$ cat config.mk
export PLATFORM = sky130hd
export DESIGN_NAME = gf_aop_mul
export DESIGN_NICKNAME = d
export VERILOG_FILES = /design/src/rtl/gf_aop_pkg.sv /design/src/rtl/gf_aop_ctrl.sv /design/src/rtl/gf_aop_mac.sv /design/src/rtl/gf_aop_unload.sv /design/src/rtl/gf_aop_mul.sv
export SDC_FILE = /design/constraint.sdc
export NUM_CORES = 1
export LEC_CHECK = 0
export ABC_AREA = 0
export ABC_CLOCK_PERIOD_IN_PS = 1950
export BUFFER_PORTS_ARGS = -buffer_cell sky130_fd_sc_hd__buf_4
export CAP_MARGIN = 20
export CELL_PAD_IN_SITES_DETAIL_PLACEMENT = 1
export CELL_PAD_IN_SITES_GLOBAL_PLACEMENT = 2
export CORE_ASPECT_RATIO = 0.8
export CORE_MARGIN = 2
export CORE_UTILIZATION = 25
export CTS_CLUSTER_SIZE = 28
export DETAILED_ROUTE_END_ITERATION = 10
export HOLD_SLACK_MARGIN = 0.15
export PLACE_DENSITY = 0.56
export SLEW_MARGIN = 5
export SYNTH_ARGS = -nofsm -noshare
export SYNTH_HDL_FRONTEND = slang
export SYNTH_SLANG_ARGS = --single-unit
$ cat constraint.sdc
create_clock -name clk_i -period 1.95 [get_ports clk_i]
set_input_delay 0.39 -clock clk_i [delete_from_list [all_inputs] [get_ports clk_i]]
set_output_delay 0.39 -clock clk_i [all_outputs]
set_load 0.02 [all_outputs]
$ cat src/rtl/gf_aop_pkg.sv
package gf_aop_pkg;

  typedef enum logic [1:0] {
    PH_IDLE = 2'd0,
    PH_MAC  = 2'd1,
    PH_CONV = 2'd2
  } phase_e;

  // True when 1 + x + ... + x^m is irreducible over GF(2):
  // m+1 prime and 2 has multiplicative order m modulo m+1.
  function automatic bit aop_irreducible(int m);
    int p;
    int r;
    bit ok;
    p  = m + 1;
    ok = (m >= 2);
    for (int d = 2; d < p; d++) begin
      if (p % d == 0) ok = 1'b0;
    end
    r = 1;
    for (int k = 1; k < m; k++) begin
      r = (r * 2) % p;
      if (r == 1) ok = 1'b0;
    end
    return ok;
  endfunction

endpackage

$ cat src/rtl/gf_aop_ctrl.sv
module gf_aop_ctrl
  import gf_aop_pkg::*;
#(
  parameter int M = 4
) (
  input  logic clk_i,
  input  logic rst_ni,
  input  logic start_i,
  output logic load_o,
  output logic mac_o,
  output logic conv_o,
  output logic last_o,
  output logic busy_o,
  output logic done_o
);

  localparam int CW = $clog2(M + 1);
  localparam logic [CW-1:0] MAC_END  = CW'(M);
  localparam logic [CW-1:0] CONV_END = CW'(M - 1);

  phase_e        ph_q, ph_d;
  logic [CW-1:0] cnt_q, cnt_d;
  logic          done_q;

  always_comb begin
    ph_d  = ph_q;
    cnt_d = cnt_q;
    unique case (ph_q)
      PH_IDLE: begin
        if (start_i) begin
          ph_d  = PH_MAC;
          cnt_d = '0;
        end
      end
      PH_MAC: begin
        cnt_d = cnt_q + 1'b1;
        if (cnt_q == MAC_END) begin
          ph_d  = PH_CONV;
          cnt_d = '0;
        end
      end
      PH_CONV: begin
        cnt_d = cnt_q + 1'b1;
        if (cnt_q == CONV_END) begin
          ph_d  = PH_IDLE;
          cnt_d = '0;
        end
      end
      default: begin
        ph_d  = PH_IDLE;
        cnt_d = '0;
      end
    endcase
  end

  always_ff @(posedge clk_i or negedge rst_ni) begin
    if (!rst_ni) begin
      ph_q   <= PH_IDLE;
      cnt_q  <= '0;
      done_q <= 1'b0;
    end else begin
      ph_q   <= ph_d;
      cnt_q  <= cnt_d;
      done_q <= last_o;
    end
  end

  assign load_o = (ph_q == PH_IDLE) && start_i;
  assign mac_o  = (ph_q == PH_MAC);
  assign conv_o = (ph_q == PH_CONV);
  assign last_o = conv_o && (cnt_q == CONV_END);
  assign busy_o = (ph_q != PH_IDLE);
  assign done_o = done_q;

endmodule

$ cat src/rtl/gf_aop_mac.sv
module gf_aop_mac #(
  parameter int M = 4
) (
  input  logic         clk_i,
  input  logic         load_i,
  input  logic         mac_i,
  input  logic         conv_i,
  input  logic [M-1:0] a_i,
  input  logic [M-1:0] b_i,
  output logic         bit_o
);

  localparam int W = M + 1;

  logic [M-1:0] a_q;
  logic [W-1:0] bsh_q, bsh_d;
  logic [W-1:0] acc_q, acc_d;
  logic         en;

  // Horner over the extended multiplier, top coefficient first;
  // times x in the ring mod x^(M+1)+1 is a left rotation.
  always_comb begin
    acc_d = acc_q;
    bsh_d = bsh_q;
    if (load_i) begin
      acc_d = '0;
      bsh_d = {1'b0, b_i};
    end else if (mac_i) begin
      acc_d = {acc_q[M-1:0], acc_q[M]} ^ (bsh_q[M] ? {1'b0, a_q} : '0);
      bsh_d = {bsh_q[M-1:0], 1'b0};
    end else if (conv_i) begin
      acc_d = {acc_q[M], 1'b0, acc_q[M-1:1]};
    end
  end

  assign en = load_i | mac_i | conv_i;

  always_ff @(posedge clk_i) begin
    if (load_i) a_q <= a_i;
    if (en) begin
      acc_q <= acc_d;
      bsh_q <= bsh_d;
    end
  end

  // Fold the extended top coefficient into the current low coefficient.
  assign bit_o = acc_q[0] ^ acc_q[M];

endmodule

$ cat src/rtl/gf_aop_unload.sv
module gf_aop_unload #(
  parameter int M = 4
) (
  input  logic         clk_i,
  input  logic         rst_ni,
  input  logic         conv_i,
  input  logic         last_i,
  input  logic         bit_i,
  output logic [M-1:0] prod_o
);

  logic [M-2:0] sh_q, sh_d;
  logic [M-1:0] prod_q;

  generate
    if (M > 2) begin : g_wide
      assign sh_d = {bit_i, sh_q[M-2:1]};
    end else begin : g_narrow
      assign sh_d = bit_i;
    end
  endgenerate

  always_ff @(posedge clk_i) begin
    if (conv_i) sh_q <= sh_d;
  end

  always_ff @(posedge clk_i or negedge rst_ni) begin
    if (!rst_ni) begin
      prod_q <= '0;
    end else if (last_i) begin
      prod_q <= {bit_i, sh_q};
    end
  end

  assign prod_o = prod_q;

endmodule

$ cat src/rtl/gf_aop_mul.sv
module gf_aop_mul #(
  parameter int M = 4
) (
  input  logic         clk_i,
  input  logic         rst_ni,
  input  logic         start_i,
  input  logic [M-1:0] a_i,
  input  logic [M-1:0] b_i,
  output logic         done_o,
  output logic [M-1:0] prod_o
);

  generate
    if (!gf_aop_pkg::aop_irreducible(M)) begin : g_bad_field
      $error("gf_aop_mul: all-one polynomial of this degree is reducible");
    end
  endgenerate

  logic load, mac, conv, last, busy, fold_bit;

  gf_aop_ctrl #(.M(M)) u_ctrl (
    .clk_i  (clk_i),
    .rst_ni (rst_ni),
    .start_i(start_i),
    .load_o (load),
    .mac_o  (mac),
    .conv_o (conv),
    .last_o (last),
    .busy_o (busy),
    .done_o (done_o)
  );

  gf_aop_mac #(.M(M)) u_mac (
    .clk_i (clk_i),
    .load_i(load),
    .mac_i (mac),
    .conv_i(conv),
    .a_i   (a_i),
    .b_i   (b_i),
    .bit_o (fold_bit)
  );

  gf_aop_unload #(.M(M)) u_unload (
    .clk_i (clk_i),
    .rst_ni(rst_ni),
    .conv_i(conv),
    .last_i(last),
    .bit_i (fold_bit),
    .prod_o(prod_o)
  );

endmodule

# Word level (Yosys, flattened, before mapping)
# Cells that the tools add are included.
# Widths: inputs -> output; s select.
[op_classes]
add_sub_neg = 1
mul = 0
n_div = 0
order_cmp = 0
n_eq_ne = 7
n_shift = 0
mux = 13
n_bitwise = 4
reduce_logical = 8
[ops]
columns = ["operator", "n"]
rows = [
  ["$mux 4", 3],
  ["$mux 5", 2],
  ["$mux 3", 3],
  ["$pmux 3 s3", 1],
  ["$mux 2", 3],
  ["$ne 2x2->1 const B", 3],
  ["$pmux 2 s3", 1],
  ["$xor 5x5->5", 1],
  ["$reduce_and 2->1", 2],
  ["$add 3x1->3 const B", 1],
  ["$eq 3x2->1 const B", 1],
  ["$eq 3x3->1 const B", 1],
  ["$reduce_and 3->1", 1],
  ["$reduce_bool 3->1", 1],
  ["$eq 2x1->1 const B", 1],
  ["$eq 2x2->1 const B", 1],
  ["$logic_and 1x1->1", 2],
  ["$logic_not 2->1", 1],
  ["$or 1x1->1", 2],
  ["$reduce_bool 2->1", 1],
  ["$xor 1x1->1", 1],
]
[word_totals]
reg_bits = 27
latch_bits = 0
ram_bits = 0
mem_bits_ro = 0
out_inout_bits = 5
word_cells = 43
n_memories = 0

# Depth between registers and ports, before layout
# Gate-level depths: netlist of run 1.
[depth]
ltp_word = 5
ltp_mapped = 6

# Hierarchy
# From an unflattened synthesis of run 1, not the netlist that was laid out.
[unflattened]
cells_unflattened = 93
hier_area_um2 = 1302.5
[modules_own_cells]
columns = ["module", "n_inst", "cells_each", "area_each_um2", "seq_area_each_um2"]
rows = [
  ["gf_aop_mac", 1, 43, 641.9, 420.4],
  ["gf_aop_ctrl", 1, 39, 425.4, 150.1],
  ["gf_aop_unload", 1, 11, 235.2, 190.2],
]

# Worst setup path after synthesis of run 1
# OpenSTA, ideal clock, no wires.
[synth_timing]
path_kind = "register -> register"
startpoint = "reg u_ctrl.ph_q[0]"
endpoint = "reg u_ctrl.ph_q[0]"
setup_time_ps = 125
arrival_ps = 1372
required_ps = 1825
slack_ps = 453
path_stages_with_launch = 6
synth_period_minus_slack_ps = 1497
cell_sequence = "dfrtp_1 inv_1 ha_1 and2b_1 nor3_2 mux2_2"
[synth_between]
elab_chain_len = 3
elab_cells_between_ends = 8
classes_between = "eq/ne: 5; mux: 1; reduce/logical: 2"
[synth_lines]
columns = ["item", "line", "rtl"]
rows = [
  ["start, declared", "gf_aop_ctrl.sv:21", "phase_e ph_q, ph_d;"],
  ["start signal, assigned", "gf_aop_ctrl.sv:62", "ph_q <= ph_d;"],
  ["$eq 2x1->1 (tied with other cells)", "gf_aop_ctrl.sv:28", "unique case (ph_q)"],
  ["$ne 2x2->1 (no line)", "n/a", ""],
  ["$reduce_and 3->1 (no line)", "n/a", ""],
]
# Parallel ways exist; a longest one is shown, timed or not.
# A chain may end at the register's enable or synchronous reset.

# Worst setup path after layout of run 1
[layout_timing]
startpoint = "reg u_ctrl.ph_q[0]"
endpoint = "reg u_mac.bsh_q[2] (enable)"
[layout_between]
elab_chain_len = 5
elab_cells_between_ends = 8
classes_between = "eq/ne: 2; bitwise: 2; reduce/logical: 4"
[layout_lines]
columns = ["item", "line", "rtl"]
rows = [
  ["$logic_not 2->1", "gf_aop_ctrl.sv:68", "assign load_o = (ph_q == PH_IDLE) && start_i;"],
  ["$logic_and 1x1->1", "gf_aop_ctrl.sv:68", ""],
  ["$or 1x1->1 (2 in a row)", "gf_aop_mac.sv:36", "assign en = load_i | mac_i | conv_i;"],
  ["$reduce_and 2->1 (no line) (*)", "n/a", ""],
  ["end signal, assigned", "gf_aop_mac.sv:42", "bsh_q <= bsh_d;"],
  ["end, declared", "gf_aop_mac.sv:16", "logic [W-1:0] bsh_q, bsh_d;"],
]
# Mark *: on every way between the ends. The rest lies on a longest branch, timed or not.

==> results.json, run 1 <==
{
  "outcome": "finished clean",
  "drtIter0Drc": 39,
  "grt_pass1_wl_um": 3880,
  "power.share.clock_pct": 14.7,
  "grt_pass1_vias": 766,
  "wl_per_cell_um": 12.9,
  "power_uw": 2090,
  "cp_slowest_cell": "dfrtp_1",
  "max-cap-violations": 0,
  "fin_skew_ns": 0.00259,
  "drt_first_pass_iters": 4,
  "final_area_um2": 1480,
  "syn-instance-count": 93,
  "dieArea_um2": 5560,
  "maxSlewHeadroom_pct": 74.3,
  "worstMarginPinSlew_ns": 0.381,
  "worstSkewPairLatency_ns": 0.26,
  "dpl-instance-area_um2": 1420,
  "power.share.switching_pct": 34.0,
  "synthTopCellsByArea": "edfxtp_1 (41%), dfrtp_1 (20%), ha_1 (9.0%)",
  "reg2reg_depth": 4,
  "rows": 22,
  "yosys.area.top_type_share_pct": 41.0,
  "crit_type": "reg2reg",
  "holdPathStages": 1,
  "clk_pin_slew_ns": 0.09,
  "io_buffers": 15,
  "fp.coreArea_um2": 4680,
  "r2r_slack_ns": 0.25,
  "n_fill_cell": 527,
  "r2r_start": "u_ctrl.ph_q[0]$_DFFE_PN0P_",
  "cts_setup_buffers": 0,
  "ioPinCount": 16,
  "ys_seq_elements": 27,
  "fmaxAchievable_mhz": 587,
  "overflow": 0,
  "crit_path_end_kind": "register",
  "drv_slew": 0,
  "drtAntennaViolNets": 0,
  "multi_input_area_um2": 442,
  "synth_seq_area_share_pct": 61.1,
  "synth.distinct_cells": 23,
  "cp-startpoint": "u_ctrl.ph_q[0]$_DFFE_PN0P_",
  "irDropWorstVdd_v": 0.000446,
  "drc_errors": 0,
  "critPathMaxStageDelay_ns": 0.42,
  "ff_latch_area_um2": 761,
  "cp_max_fo": 11,
  "worstSetupEndpoint": "u_mac.bsh_q[2]$_DFFE_PP_",
  "num_vias": 722,
  "yosysTopAreaCell": "edfxtp_1",
  "vias_per_cell": 4.22,
  "ctsLongestPathBuffers": 2,
  "synth_warnings": 0,
  "hold_class": "in2reg",
  "final.setup.tns_ns": 0,
  "cts_inserted_buffers": 3,
  "grtUsageTotal_pct": 9.09,
  "wl_um": 2210,
  "cp_top_family": "simple AND/OR/NAND/NOR gates",
  "cp.required_ns": 1.89,
  "p_int_uw": 1380,
  "fin_crit_sh_pct": 87.3,
  "cp.depth": 4,
  "synth_area_um2": 1240,
  "drive_above_1_share_pct": 27.0,
  "fin_nets": 132,
  "grt_antenna_before_repair": 0,
  "r2r_end": "u_mac.bsh_q[2]$_DFFE_PP_",
  "die_y_um": 67.1,
  "clock-sinks": 27,
  "start_util_pct": 26.6,
  "cts_tree": "built",
  "area_delta_synth_final_pct": 18.9,
  "power.density_nw_per_um2": 1420,
  "min_period_ns": 1.70,
  "finalHoldViolations": 0,
  "setup_viol_count_final": 0,
  "hpwl_um": 1740,
  "root_buffer": "clkbuf_8",
  "die_w_um": 82.9,
  "path_cells": "inv_1 > ha_1 > nand2_1 > nand2b_1",
  "syn_area_per_cell_um2": 13.4,
  "p_seq_share_pct": 48.2,
  "switching_power_uw": 712,
  "syn_nets": 113,
  "diodes": 0,
  "grt_max_degree": 16,
  "leakagePower_uw": 0.000652,
  "cp_num_buf_inv": 1,
  "utilization_pct": 31.6,
  "place_congestion": 0.742,
  "worstPathArrival_ns": 1.65,
  "htree_levels": 1,
  "p_comb_share_pct": 37.1,
  "start_kind": "register",
  "rsz0062_at_grt": "false"
}
-- worst min-delay path by stage --
stage	startpoint	to	slack [ns]
global route	a_i[1]	u_mac.a_q[1]$_DFFE_PP_	0.27
global placement	rst_ni	u_ctrl.cnt_q[0]$_DFFE_PN0P_	0.23
detailed placement	rst_ni	u_ctrl.cnt_q[1]$_DFFE_PN0P_	0.23
finish	a_i[1]	u_mac.a_q[1]$_DFFE_PP_	0.29
floorplan	rst_ni	u_ctrl.cnt_q[0]$_DFFE_PN0P_	0.09
CTS	a_i[1]	u_mac.a_q[1]$_DFFE_PP_	0.28
-- metrics by stage --
stage	cells	hold WS [ns]	worst slack [ns]
6_report	171	0.294	0.248
5_1_grt	171	0.267	0.0288
4_1_cts	171	0.283	0.201
3_5_place_dp	166	0.234	0.214
3_3_place_gp	166	0.230	0.256
2_1_floorplan	93	0.0944	0.453
-- cells in the final DEF (no fill, tap or decap), types with 2 or more instances in the layout --
master    instances
nand2b_1          2
inv_1             9
a21oi_1           3
and3_1            2
buf_4            15
clkbuf_8          3
xor2_1            4
dfrtp_1          10
edfxtp_1         17
mux2_2            9
ha_1              9
and2_1            2
nand2_1           9
o22ai_1           3
o21ai_0           4
-- sequential cells by signal (all words and copies together), names as in the netlist --
register / cells
u_ctrl.cnt_q: 3
u_mac.bsh_q: 5
u_ctrl.done_o: 1
u_ctrl.ph_q: 2
u_mac.acc_q: 5
u_unload.sh_q: 3
u_unload.prod_o: 4
u_mac.a_q: 4
-- Yosys cell counts --
| master | count |
|---|---|
| a21boi_4 | 1 |
| a21oi_1 | 3 |
| a22oi_1 | 1 |
| and2_1 | 2 |
| and2b_1 | 1 |
| and3_1 | 2 |
| buf_2 | 1 |
| clkbuf_1 | 1 |
| dfrtp_1 | 10 |
| edfxtp_1 | 17 |
| ha_1 | 9 |
| inv_1 | 9 |
| mux2_2 | 9 |
| nand2_1 | 9 |
| nand2b_1 | 2 |
| nand3_1 | 1 |
| nor2_1 | 1 |
| nor2b_1 | 1 |
| nor3_2 | 1 |
| o21ai_0 | 4 |
| o22ai_1 | 3 |
| xnor2_1 | 1 |
| xor2_1 | 4 |
-- layout make-up --
class	instances	area share [%]
sequential	27	51.4
multi-input combinational	55	29.8
timing repair buffer	16	8.28
tap	60	5.07
clock buffer	3	2.79
inverter	9	2.28
clock inverter	1	0.338
-- power groups by stage --
stage                     combinational [µW]  sequential [µW]  clock (µW)
after floorplan                          551             1020           0
after global placement                   782             1020           0
after detailed placement                 787             1030           0
after CTS                                797             1010         329
after global routing                     888             1040         361
final                                    777             1010         309
-- timing repair --
item | 4_1_cts | 5_1_grt
hold buffers | 1 | 0
hold endpoints to repair | 10 | 0
resized for setup | 0 | 0
setup endpoints to repair | 0 | 0
-- metal layers --
metal  global-route usage (%)  part of all wire, %  wire [µm]  vias to the layer above
met2                     14.2                   45        993                       13
li1                         -                    -          -                      353
met4                     3.07                  1.0         22                        0
met5                        0                    0          0                        -
met3                     3.35                  4.0         88                        2
met1                     11.8                   50       1110                      354
-- logic make-up (layout without fill, tap and decap cells) --
kind of cell	Yosys count	in the layout	synth area share [%]
AO/OA/AOI/OAI	12	12	6.43
XOR/XNOR	5	5	3.52
adder cells (fa/ha/maj)	9	9	9.05
buffers and inverters	11	29	3.42
flip-flops	27	27	61.1
multiplexers	9	9	8.14
AND/OR/NAND/NOR	20	20	8.34
(Power assumes the default switching activity.)
==> run 2: changes to the inputs <==
--- a/config.mk
+++ b/config.mk
@@ -7,7 +7,7 @@
 export LEC_CHECK = 0
 export ABC_AREA = 0
 export ABC_CLOCK_PERIOD_IN_PS = 1950
-export BUFFER_PORTS_ARGS = -buffer_cell sky130_fd_sc_hd__buf_4
+export BUFFER_PORTS_ARGS = -buffer_cell sky130_fd_sc_hd__buf_2
 export CAP_MARGIN = 20
 export CELL_PAD_IN_SITES_DETAIL_PLACEMENT = 1
 export CELL_PAD_IN_SITES_GLOBAL_PLACEMENT = 2
==> results.json, run 2 (same netlist as run 1, synthesis figures left out) <==
{
  "outcome": "finished clean",
  "fmaxAchievable_mhz": 584,
  "overflow": 0,
  "drc_errors": 0,
  "hpwl_um": 1680,
  "use_met3_pct": 3.22,
  "power.share.clock_pct": 15.6,
  "fin_nets": 132,
  "clk_pin_slew_ns": 0.10,
  "fin_skew_ns": 0.00529,
  "crit_type": "reg2reg",
  "grt_max_degree": 17,
  "cts_setup_buffers": 0,
  "switching_power_uw": 720,
  "r2r_start": "u_ctrl.ph_q[1]$_DFFE_PN0P_",
  "diodes": 0,
  "dpl-instance-area_um2": 1390,
  "grtUsageMet1_pct": 11.2,
  "grt_antenna_before_repair": 0,
  "final.setup.tns_ns": 0,
  "ioPinCount": 16,
  "fp.coreArea_um2": 4680,
  "place_congestion": 0.703,
  "dieArea_um2": 5560,
  "ff_latch_area_um2": 761,
  "power.density_nw_per_um2": 1440,
  "layout_setup_ws_ns": 0.239,
  "die_y_um": 67.1,
  "area_delta_synth_final_pct": 16.1,
  "num_vias": 722,
  "vias_per_cell": 4.22,
  "htree_levels": 1,
  "io_buffers": 15,
  "layout_common_cells": "edfxtp_1 (17), buf_2 (15), dfrtp_1 (10)",
  "p_seq_share_pct": 48.4,
  "top_usage_layer": "met2",
  "worstPathArrival_ns": 1.66,
  "layout_commonest_cell": "edfxtp_1",
  "r2r_end": "u_mac.bsh_q[0]$_SDFFCE_PN0P_",
  "hold_path.startpoint": "a_i[1]",
  "drive_above_1_share_pct": 27.0,
  "rsz0062_at_grt": "false",
  "root_buffer": "clkbuf_8",
  "max-cap-violations": 0,
  "grtUsageTotal_pct": 8.66,
  "cp.required_ns": 1.90,
  "start_util_pct": 26.6,
  "p_int_uw": 1370,
  "cts_resized": 0,
  "wl_per_cell_um": 12.6,
  "power.share.switching_pct": 34.5,
  "leakagePower_uw": 0.000640,
  "maxSlewHeadroom_pct": 76.5,
  "grtUsageMet2_pct": 13.4,
  "cp-startpoint": "u_ctrl.ph_q[1]$_DFFE_PN0P_",
  "cts_inserted_buffers": 3,
  "worstMarginPinSlew_ns": 0.351,
  "finalHoldViolations": 0,
  "worstSetupEndpoint": "u_mac.bsh_q[0]$_SDFFCE_PN0P_",
  "hold_class": "in2reg",
  "clock-sinks": 27,
  "n_fill_cell": 519,
  "cts_tree": "built",
  "setup_viol_count_final": 0,
  "fin_crit_sh_pct": 87.8,
  "drtIter0Drc": 17,
  "final_area_um2": 1450,
  "crit_path_end_kind": "register",
  "min_period_ns": 1.71,
  "cp_max_fo": 11,
  "worstSkewPairLatency_ns": 0.27,
  "ctsHoldBuffers": 1,
  "post-place-ws_ns": 0.201,
  "drv_slew": 0,
  "r2r_slack_ns": 0.24,
  "ctsLongestPathBuffers": 2,
  "rows": 22,
  "drtAntennaViolNets": 0,
  "die_w_um": 82.9,
  "start_kind": "register",
  "grt_pass1_vias": 784,
  "p_comb_share_pct": 36.0,
  "largestRegisters": "u_mac.acc_q: 5 flops, u_mac.bsh_q: 5 flops",
  "reg2reg_depth": 4,
  "drt_first_pass_iters": 3,
  "multi_input_area_um2": 442,
  "grt_pass1_wl_um": 3670,
  "wl_um": 2160,
  "irDropWorstVdd_v": 0.000458
}
==> run 2: how the worst min path moves through the flow <==
stage	end	depth (start not counted)
after floorplan	u_ctrl.cnt_q[0]$_DFFE_PN0P_	0
after global placement	u_ctrl.cnt_q[1]$_DFFE_PN0P_	1
after detailed placement	u_ctrl.cnt_q[1]$_DFFE_PN0P_	1
after CTS	u_mac.a_q[1]$_DFFE_PP_	1
after global routing	u_mac.a_q[1]$_DFFE_PP_	1
final	u_mac.a_q[1]$_DFFE_PP_	1
==> run 2: per-layer routing <==
metal	wire, µm	part of all wire [%]	up-vias
met4	22	1.0	0
met5	0	0	-
met3	104	4.8	2
li1	-	-	352
met2	919	43	13
met1	1110	51	355
==> run 2: area by class of cell <==
| class | count | share of cell area (%) |
|---|---|---|
| clock buffer | 3 | 2.86 |
| clock inverter | 1 | 0.519 |
| inverter | 9 | 2.34 |
| multi-input combinational | 55 | 30.6 |
| sequential | 27 | 52.6 |
| tap | 60 | 5.19 |
| timing repair buffer | 16 | 5.89 |
==> run 2: critical path, cell delays in order, from the launching register on <==
cell and delay (ns):
dfrtp_1 0.41, inv_1 0.13, ha_1 0.23, nand2_1 0.25, nand2b_1 0.36
==> run 2: metrics by stage <==
stage / total power, µW / hold slack (ns) / utilization, % / instances
after floorplan: 1570 / 0.0944 / - / 93
after global placement: 1770 / 0.268 / 29.6 / 166
after detailed placement: 1790 / 0.275 / 29.6 / 166
after CTS: 2130 / 0.275 / 30.9 / 171
after global routing: 2260 / 0.263 / 30.9 / 171
final: 2090 / 0.284 / 30.9 / 171
==> run 2: power groups by stage <==
stage / clock network, µW / logic, µW / registers [µW]
floorplan: 0 / 551 / 1020
global placement: 0 / 759 / 1010
detailed placement: 0 / 764 / 1030
CTS: 344 / 773 / 1010
global route: 366 / 861 / 1040
finish: 326 / 752 / 1010
